## src/rtl/brpred_pkg.sv

```systemverilog
package brpred_pkg;

   // Static class of a stored branch; the class alone fixes the prediction.
   typedef enum logic [1:0] {
      BK_COND_FWD = 2'd0,
      BK_COND_BWD = 2'd1,
      BK_UNCOND   = 2'd2
   } br_kind_e;

   function automatic logic kind_predicts_taken(input br_kind_e k);
      return (k != BK_COND_FWD);
   endfunction

   function automatic logic kind_can_mispredict(input br_kind_e k);
      return (k != BK_UNCOND);
   endfunction

endpackage

```

## src/rtl/brpred_target_calc.sv

```systemverilog
module brpred_target_calc
   import brpred_pkg::*;
#(
   parameter int PC_W   = 32,
   parameter int DISP_W = 21,
   parameter int REG_W  = 5
) (
   input  logic              valid,
   input  logic [PC_W-1:0]   pc,
   input  logic [DISP_W-1:0] disp,
   input  logic              uncond,
   input  logic [REG_W-1:0]  link_reg_in,
   output br_kind_e          kind,
   output logic [PC_W-1:0]   fallthru,
   output logic [PC_W-1:0]   target,
   output logic              pred_taken,
   output logic              link_we,
   output logic [REG_W-1:0]  link_reg,
   output logic [PC_W-1:0]   link_value
);
   localparam int EXT_W = PC_W - DISP_W;

   logic [PC_W-1:0] disp_ext;
   logic [PC_W-1:0] byte_off;

   always_comb begin
      disp_ext = {{EXT_W{disp[DISP_W-1]}}, disp};
      byte_off = {disp_ext[PC_W-3:0], 2'b00};
      fallthru = pc + PC_W'(4);
      target   = fallthru + byte_off;
      if (uncond)                kind = BK_UNCOND;
      else if (disp[DISP_W-1])   kind = BK_COND_BWD;
      else                       kind = BK_COND_FWD;
      pred_taken = valid && kind_predicts_taken(kind);
      link_we    = valid && uncond;
      link_reg   = link_reg_in;
      link_value = fallthru;
   end

endmodule

```

## src/rtl/brpred_slot_queue.sv

```systemverilog
module brpred_slot_queue
   import brpred_pkg::*;
#(
   parameter int PC_W  = 32,
   parameter int TAG_W = 2
) (
   input  logic             clk,
   input  logic             rst_n,
   input  logic             wr_en,
   input  logic [TAG_W-1:0] wr_tag,
   input  br_kind_e         wr_kind,
   input  logic [PC_W-1:0]  wr_target,
   input  logic [PC_W-1:0]  wr_fallthru,
   input  logic             clr_en,
   input  logic [TAG_W-1:0] clr_tag,
   input  logic [TAG_W-1:0] rd_tag,
   output logic             rd_valid,
   output br_kind_e         rd_kind,
   output logic [PC_W-1:0]  rd_target,
   output logic [PC_W-1:0]  rd_fallthru
);
   localparam int DEPTH = 1 << TAG_W;

   logic [DEPTH-1:0] slot_v;
   br_kind_e         slot_kind [DEPTH];
   logic [PC_W-1:0]  slot_tgt  [DEPTH];
   logic [PC_W-1:0]  slot_ft   [DEPTH];

   for (genvar g = 0; g < DEPTH; g++) begin : g_slot
      logic            v_q;
      br_kind_e        kind_q;
      logic [PC_W-1:0] tgt_q;
      logic [PC_W-1:0] ft_q;
      logic            hit_wr;
      logic            hit_clr;

      assign hit_wr  = wr_en  && (wr_tag  == TAG_W'(g));
      assign hit_clr = clr_en && (clr_tag == TAG_W'(g));

      // A new issue into a slot wins over a same-cycle clear of that slot.
      always_ff @(posedge clk) begin
         if (!rst_n) begin
            v_q    <= 1'b0;
            kind_q <= BK_COND_FWD;
            tgt_q  <= '0;
            ft_q   <= '0;
         end else if (hit_wr) begin
            v_q    <= 1'b1;
            kind_q <= wr_kind;
            tgt_q  <= wr_target;
            ft_q   <= wr_fallthru;
         end else if (hit_clr) begin
            v_q    <= 1'b0;
         end
      end

      assign slot_v[g]    = v_q;
      assign slot_kind[g] = kind_q;
      assign slot_tgt[g]  = tgt_q;
      assign slot_ft[g]   = ft_q;
   end

   assign rd_valid    = slot_v[rd_tag];
   assign rd_kind     = slot_kind[rd_tag];
   assign rd_target   = slot_tgt[rd_tag];
   assign rd_fallthru = slot_ft[rd_tag];

endmodule

```

## src/rtl/brpred_resolve.sv

```systemverilog
module brpred_resolve
   import brpred_pkg::*;
#(
   parameter int PC_W  = 32,
   parameter int TAG_W = 2
) (
   input  logic             clk,
   input  logic             rst_n,
   input  logic             res_valid,
   input  logic [TAG_W-1:0] res_tag,
   input  logic             res_taken,
   input  logic             slot_valid,
   input  br_kind_e         slot_kind,
   input  logic [PC_W-1:0]  slot_target,
   input  logic [PC_W-1:0]  slot_fallthru,
   output logic             clr_en,
   output logic             mis_valid,
   output logic [PC_W-1:0]  mis_pc,
   output logic [TAG_W-1:0] mis_tag
);
   logic hit;
   logic wrong;

   assign hit    = res_valid && slot_valid;
   assign wrong  = hit && kind_can_mispredict(slot_kind)
                   && (res_taken != kind_predicts_taken(slot_kind));
   assign clr_en = hit;

   always_ff @(posedge clk) begin
      if (!rst_n) begin
         mis_valid <= 1'b0;
         mis_pc    <= '0;
         mis_tag   <= '0;
      end else begin
         mis_valid <= wrong;
         if (wrong) begin
            mis_pc  <= res_taken ? slot_target : slot_fallthru;
            mis_tag <= res_tag;
         end
      end
   end

endmodule

```

## src/rtl/brpred_static_top.sv

```systemverilog
module brpred_static_top
   import brpred_pkg::*;
#(
   parameter int PC_W   = 32,
   parameter int DISP_W = 21,
   parameter int REG_W  = 5,
   parameter int TAG_W  = 2
) (
   input  logic              clk,
   input  logic              rst_n,
   input  logic              issue_valid,
   input  logic [TAG_W-1:0]  issue_tag,
   input  logic [PC_W-1:0]   issue_pc,
   input  logic [DISP_W-1:0] issue_disp,
   input  logic              issue_uncond,
   input  logic [REG_W-1:0]  issue_link_reg,
   output logic              pred_taken,
   output logic [PC_W-1:0]   pred_target,
   output logic              link_we,
   output logic [REG_W-1:0]  link_reg,
   output logic [PC_W-1:0]   link_value,
   input  logic              res_valid,
   input  logic [TAG_W-1:0]  res_tag,
   input  logic              res_taken,
   output logic              mis_valid,
   output logic [PC_W-1:0]   mis_pc,
   output logic [TAG_W-1:0]  mis_tag
);
   if (DISP_W < 2 || DISP_W + 2 > PC_W) begin : g_bad_disp
      $error("brpred_static_top: DISP_W must be at least 2 and at most PC_W-2");
   end
   if (TAG_W < 1 || TAG_W > 6) begin : g_bad_tag
      $error("brpred_static_top: TAG_W must lie in 1..6");
   end
   if (REG_W < 1) begin : g_bad_reg
      $error("brpred_static_top: REG_W must be positive");
   end

   br_kind_e        new_kind;
   logic [PC_W-1:0] new_ft;
   logic [PC_W-1:0] new_tgt;
   logic            q_valid;
   br_kind_e        q_kind;
   logic [PC_W-1:0] q_tgt;
   logic [PC_W-1:0] q_ft;
   logic            clr_en;

   brpred_target_calc #(.PC_W(PC_W), .DISP_W(DISP_W), .REG_W(REG_W)) calc_i (
      .valid       (issue_valid),
      .pc          (issue_pc),
      .disp        (issue_disp),
      .uncond      (issue_uncond),
      .link_reg_in (issue_link_reg),
      .kind        (new_kind),
      .fallthru    (new_ft),
      .target      (new_tgt),
      .pred_taken  (pred_taken),
      .link_we     (link_we),
      .link_reg    (link_reg),
      .link_value  (link_value)
   );

   assign pred_target = new_tgt;

   brpred_slot_queue #(.PC_W(PC_W), .TAG_W(TAG_W)) queue_i (
      .clk         (clk),
      .rst_n       (rst_n),
      .wr_en       (issue_valid),
      .wr_tag      (issue_tag),
      .wr_kind     (new_kind),
      .wr_target   (new_tgt),
      .wr_fallthru (new_ft),
      .clr_en      (clr_en),
      .clr_tag     (res_tag),
      .rd_tag      (res_tag),
      .rd_valid    (q_valid),
      .rd_kind     (q_kind),
      .rd_target   (q_tgt),
      .rd_fallthru (q_ft)
   );

   brpred_resolve #(.PC_W(PC_W), .TAG_W(TAG_W)) resolve_i (
      .clk           (clk),
      .rst_n         (rst_n),
      .res_valid     (res_valid),
      .res_tag       (res_tag),
      .res_taken     (res_taken),
      .slot_valid    (q_valid),
      .slot_kind     (q_kind),
      .slot_target   (q_tgt),
      .slot_fallthru (q_ft),
      .clr_en        (clr_en),
      .mis_valid     (mis_valid),
      .mis_pc        (mis_pc),
      .mis_tag       (mis_tag)
   );

endmodule

```

## config.mk

```make
export PLATFORM = sky130hd
export DESIGN_NAME = brpred_static_top
export DESIGN_NICKNAME = d
export VERILOG_FILES = /design/src/rtl/brpred_pkg.sv /design/src/rtl/brpred_target_calc.sv /design/src/rtl/brpred_slot_queue.sv /design/src/rtl/brpred_resolve.sv /design/src/rtl/brpred_static_top.sv
export SDC_FILE = /design/constraint.sdc
export NUM_CORES = 1
export LEC_CHECK = 0
export ABC_AREA = 0
export BUFFER_PORTS_ARGS = -buffer_cell sky130_fd_sc_hd__buf_2
export CAP_MARGIN = 5
export CORE_UTILIZATION = 25
export CTS_BUF_LIST = sky130_fd_sc_hd__clkbuf_8
export DETAILED_ROUTE_END_ITERATION = 10
export GPL_TIMING_DRIVEN = 0
export PLACE_DENSITY = 0.52
export RECOVER_POWER = 100
export SETUP_SLACK_MARGIN = 0.02
export SYNTH_ARGS = -nofsm -noshare
export SYNTH_HDL_FRONTEND = slang
export SYNTH_HIERARCHICAL = 1
export SYNTH_SLANG_ARGS = --single-unit
```

## constraint.sdc

```tcl
create_clock -name clk -period 4 [get_ports clk]
set_input_delay 0.4 -clock clk [delete_from_list [all_inputs] [get_ports clk]]
set_output_delay 0.4 -clock clk [all_outputs]
set_load 0.02 [all_outputs]
```

; ---- Word level (Yosys, flattened, before mapping)
; Index checks and enable logic that the tools add are counted.
[totals]
wordCells = 75
regBits = 303
inputBits = 68
out_inout_bits = 106
[op_classes]
n_lt_le_gt_ge = 2
add_sub_neg = 2
muxes = 22
bitwise = 1
n_eq_ne = 8
n_reduce_logical = 21
[op_table]
columns = operator, n
row1 = $mux 32, 5
row2 = $bmux 32 s2, 2
row3 = $add 32x3->32 const B, 1
row4 = $add 32x32->32, 1
row5 = $logic_and 1x1->1, 13
row6 = $reduce_bool 2->1, 6
row7 = $mux 1, 10
row8 = $eq 2x2->1 const B, 4
row9 = $mux 2, 3
row10 = $bmux 2 s2, 1
row11 = $eq 2x1->1 const B, 2
row12 = $logic_not 2->1, 2
row13 = $ge 3x3->1 const B, 1
row14 = $lt 2x3->1 const B, 1
row15 = $not 2->3, 1
row16 = $bmux 1 s2, 1
row17 = $ne 2x2->1 const B, 1
row18 = $ne 1x1->1, 1

; ---- Depth between registers and ports, before layout
[logic_depth]
ltp_word = 7
depth_mapped = 16
mapped_depth_nobuf = 15

; ---- Cells and area by module
; The synthesis kept the hierarchy.
[by_module_without_submodules]
columns = module, cells_each, area_per_inst_um2, instances
row1 = brpred_slot_queue, 1025, 11248.3, 1
row2 = brpred_target_calc, 352, 2486.1, 1
row3 = brpred_resolve, 210, 1838.0, 1

; ---- Worst setup path before layout
; OpenSTA, ideal clock, no wires.
[synth_path]
kind = input port to output port
start = input port issue_pc[4]
end = output port pred_target[31]
cell_stages = 13
arrival_time_ps = 3236
path_buffers = 1
t_required_ps = 3600
setup_slack_ps = 364
path_cell_list = and4_1 -> and3_1 -> buf_2 -> nand2_1 -> or3_1 -> xnor2_1 -> ha_1 -> a21oi_1 -> o21a_1 -> o21ai_0 -> o31ai_1 -> a31oi_1 -> xnor2_1
[synth_between]
elab_chain_cells = 2
[synth_lines]
columns = item, line_no
row1 = start: declaration, brpred_static_top.sv:13  ; input logic [PC_W-1:0] issue_pc,
row2 = $add 32x3->32, brpred_target_calc.sv:29  ; fallthru = pc + PC_W'(4);
row3 = via new_ft[14], brpred_static_top.sv:40  ; logic [PC_W-1:0] new_ft;
row4 = $add 32x32->32, brpred_target_calc.sv:30  ; target = fallthru + byte_off;
row5 = end: declaration, brpred_static_top.sv:18  ; output logic [PC_W-1:0] pred_target,
; The timed path passes the listed nets, and every way through them passes these cells.

; ---- Worst setup path in the final report
[layout_path]
start = input port issue_pc[6]
end = output port pred_target[31]
; The elaborated chain is that of the path after synthesis.

==> results.py <==
metrics = {
    "final_layout": {
        "seqCellArea_sq_mm": 0.00607,
        "num-fill-cells": 6438,
        "multi_input_area_sq_mm": 0.00924,
        "finalNetCount": 1932,
        "drive_gt1_frac": 0.282,
        "area_growth_syn_to_layout_pct": 24.3,
    },
    "job": {
        "max-cap-violations": 0,
    },
    "floorplanning": {
        "initial_core_util": 0.253,
        "ioPinCount": 174,
        "die_h_microns": 252,
        "die_w_microns": 252,
        "rows": 91,
        "dieArea_sq_mm": 0.0633,
        "core_area_sq_mm": 0.0616,
    },
    "critical_path": {
        "r2r-end": "resolve_i/mis_pc[7]",
        "crit_fanout": 7,
        "worstSetupStartpointType": "input pin",
        "reg2reg_depth": 6,
        "cp.buffers_inverters": 3,
        "crit_type": "in2out",
        "cp_slowest_stage_delay_ps": 420,
        "cp_cell_sequence": "buf_4 > and4_4 > and3_4 > buf_8 > nand2_4 > or3_4 > xnor2_4 > ha_4 > and4_4 > nand3_4 > nor3b_4 > o31ai_4 > a31oi_4 > xnor2_2 > buf_4",
        "end_kind": "output port",
        "critPathSlowestCell": "or3_4",
        "rr_startpoint": "queue_i/g_slot[3].kind_q[1]",
        "critPathArrivalTime_ps": 3510,
        "cp_top_family": "simple AND/OR/NAND/NOR gates",
        "worstPathRequired_ps": 3600,
        "reg2reg_slack_ps": 1510,
    },
    "yosys": {
        "syn_avg_cell_area_sq_um": 9.81,
        "synth_top_area_share": 0.390,
        "synth_common_cells": "371 x nand2_1, 303 x dfxtp_1, 264 x mux2i_1",
        "synth-xor-area-share": 0.0324,
        "yosys_warnings": 6,
        "synthAdderAreaFrac": 0.0278,
        "yosysUniqueCellTypes": 63,
        "synth_top_family_by_area": "multiplexers",
        "synth_area_sq_mm": 0.0156,
        "synth.most_common_cell": "nand2_1",
        "synthArstFlopShare": 0,
        "ys_top_cells_by_area": "dfxtp_1 39%, mux2i_1 17%, mux4_2 9.7%",
        "synth-edff-count": 0,
        "synth.area.mux_share": 0.267,
        "ys_ff_latch": 303,
        "synth_area_leader_cell": "dfxtp_1",
        "synth_compound_area_frac": 0.0767,
        "ys.flop_type": "dfxtp_1",
        "seq_area_frac_synth": 0.390,
        "synth_fp_nets": 1689,
        "syn_inst": 1587,
        "yosys.area_share.simple": 0.149,
    },
    "placed_design": {
        "place_hpwl_microns": 43300,
        "place.gp.congestion": 0.865,
        "numPortBuffers": 165,
    },
    "timing": {
        "max_freq_mhz": 256,
        "fin_hold_ws_ps": 172,
        "fin_crit_ps": 3910,
        "clock_skew_ps": 27.7,
        "slew_viol_final": 0,
        "finalHoldViolations": 0,
        "slew-limit-headroom": 0.369,
        "worst_pin_slew_ps": 947,
        "totalNegativeSetupSlack_ps": 0,
        "rsz0062_at_grt": "true",
        "report.final.setup_viol": 0,
        "fin_crit_sh": 0.978,
    },
    "global_routing": {
        "busiest_layer": "met2",
        "met3_usage": 0.0329,
        "grt_pass1_wl_microns": 85000,
        "use_met1": 0.231,
        "track_usage": 0.178,
        "gr-total-overflow": 0,
        "grt_pass1_vias": 13500,
        "grtUsageMet2": 0.291,
        "antenna_found_initial": 3,
        "grt_max_degree": 14,
    },
    "hold_path": {
        "min_to": "queue_i/g_slot[2].ft_q[0]",
        "holdPathStages": 3,
        "min_from": "issue_pc[0]",
        "hp-class": "in2reg",
    },
    "clocking": {
        "numCtsBuffers": 53,
        "clock_path_buffers": 3,
        "ctsHtreeMaxLevel": 2,
        "cts_sinks": 303,
        "root_buffer": "clkbuf_8",
        "clk_pin_slew_ps": 60,
        "clk-insertion-delay-late_ps": 590,
        "cts_tree": "yes",
        "postCtsHoldBufs": 0,
    },
    "power_and_ir_drop": {
        "ir_drop_v": 0.000211,
        "p_per_area_mw_per_mm2": 400,
        "p_leak_nw": 8.59,
    },
    "drt": {
        "wire_per_inst_microns": 21.2,
        "firstDrtPassIters": 6,
        "vias_per_cell": 4.88,
        "drc_errors": 0,
        "vias": 13200,
        "final_antenna_net_count": 0,
        "wirelength_microns": 57400,
        "drt_iter0_drc": 1009,
    },
    "outcome": {
        "status": "finished clean",
    },
}
cell families (layout without fill, tap and decap cells):
family	after synthesis	in the layout
AO/OA/AOI/OAI	155	155
XOR/XNOR	56	56
adder cells (fa/ha/maj)	34	34
buffers and inverters	166	449
flip-flops	303	303
multiplexers	331	331
other	0	1
AND/OR/NAND/NOR	542	542
flip-flops by register name, indices dropped and copies added (netlist names):
| name | cells |
|---|---|
| queue_i/g_slot.kind_q | 8 |
| resolve_i/mis_pc | 32 |
| resolve_i/mis_valid | 1 |
| queue_i/g_slot.v_q | 4 |
| resolve_i/mis_tag | 2 |
| queue_i/g_slot.tgt_q | 128 |
| queue_i/g_slot.ft_q | 128 |
power breakdown:
group / internal [mW] / switching (mW)
clock: 1.59 / 1.28
sequential: 3.15 / 0.0646
combinational: 0.610 / 1.03
how the worst max path moves through the flow:
stage / slack, ps / to / startpoint / depth (start not counted)
floorplan: 360 / pred_target[31] / issue_pc[4] / 13
global placement: -1150 / pred_target[31] / issue_pc[4] / 16
detailed placement: -1090 / pred_target[31] / issue_pc[4] / 16
CTS: -70 / pred_target[29] / issue_pc[4] / 16
global route: -20 / pred_target[30] / issue_pc[14] / 14
finish: 90 / pred_target[31] / issue_pc[6] / 15
metrics by stage:
step / power [mW] / instances / setup WS [ps] / cell area (sq um) / utilization
floorplan: 4.20 / 1587 / 364 / 15600 / -
CTS: 7.76 / 2701 / -68.3 / 19100 / 0.310
detailed placement: 4.77 / 2589 / -1090 / 17400 / 0.283
finish: 7.74 / 2708 / 88.7 / 19400 / 0.314
global placement: 4.75 / 2589 / -1150 / 17400 / 0.283
global route: 8.07 / 2707 / -21.3 / 19300 / 0.314
cell usage in the layout (no fill, tap or decap), types with 18 or more instances in the layout:
master    count
mux4_2       67
a22oi_1      30
nor3_1       38
buf_2       173
nor2_1       50
inv_1        23
dfxtp_1     303
clkbuf_8     72
nand4_1      19
ha_1         24
o221a_2      30
mux2i_1     264
nand2_1     369
clkbuf_1     79
a21oi_1      23
xnor2_2      18
buf_4        70
tightest hold or removal path: cells and delay by family:
family | cells | cell delay [ps]
multiplexers | 1 | 130
buffers and inverters | 1 | 100
AND/OR/NAND/NOR | 1 | 90
repair_timing:
action	4_1_cts	5_1_grt
gates resized for setup	72	59
setup buffers	20	10
gates cloned	0	0
endpoints found under the setup margin	29	17
pin swaps	16	19
per-layer routing:
metal / up-vias / routed length, microns
met4: 0 / 2140
met2: 417 / 27000
li1: 6102 / -
met1: 6596 / 24900
met5: - / 0
met3: 105 / 3390
final cells by class:
type                            instances  area share
Timing Repair Buffer                  195      0.0542
Clock inverter                         23     0.00511
Clock buffer                           72      0.0512
Buffer                                151      0.0430
Tap cell                              837      0.0541
Antenna cell                            1    0.000129
Inverter                                8     0.00155
Sequential cell                       303       0.313
Multi-Input combinational cell       1118       0.477
Note: power is estimated with default switching activity, not from simulation.
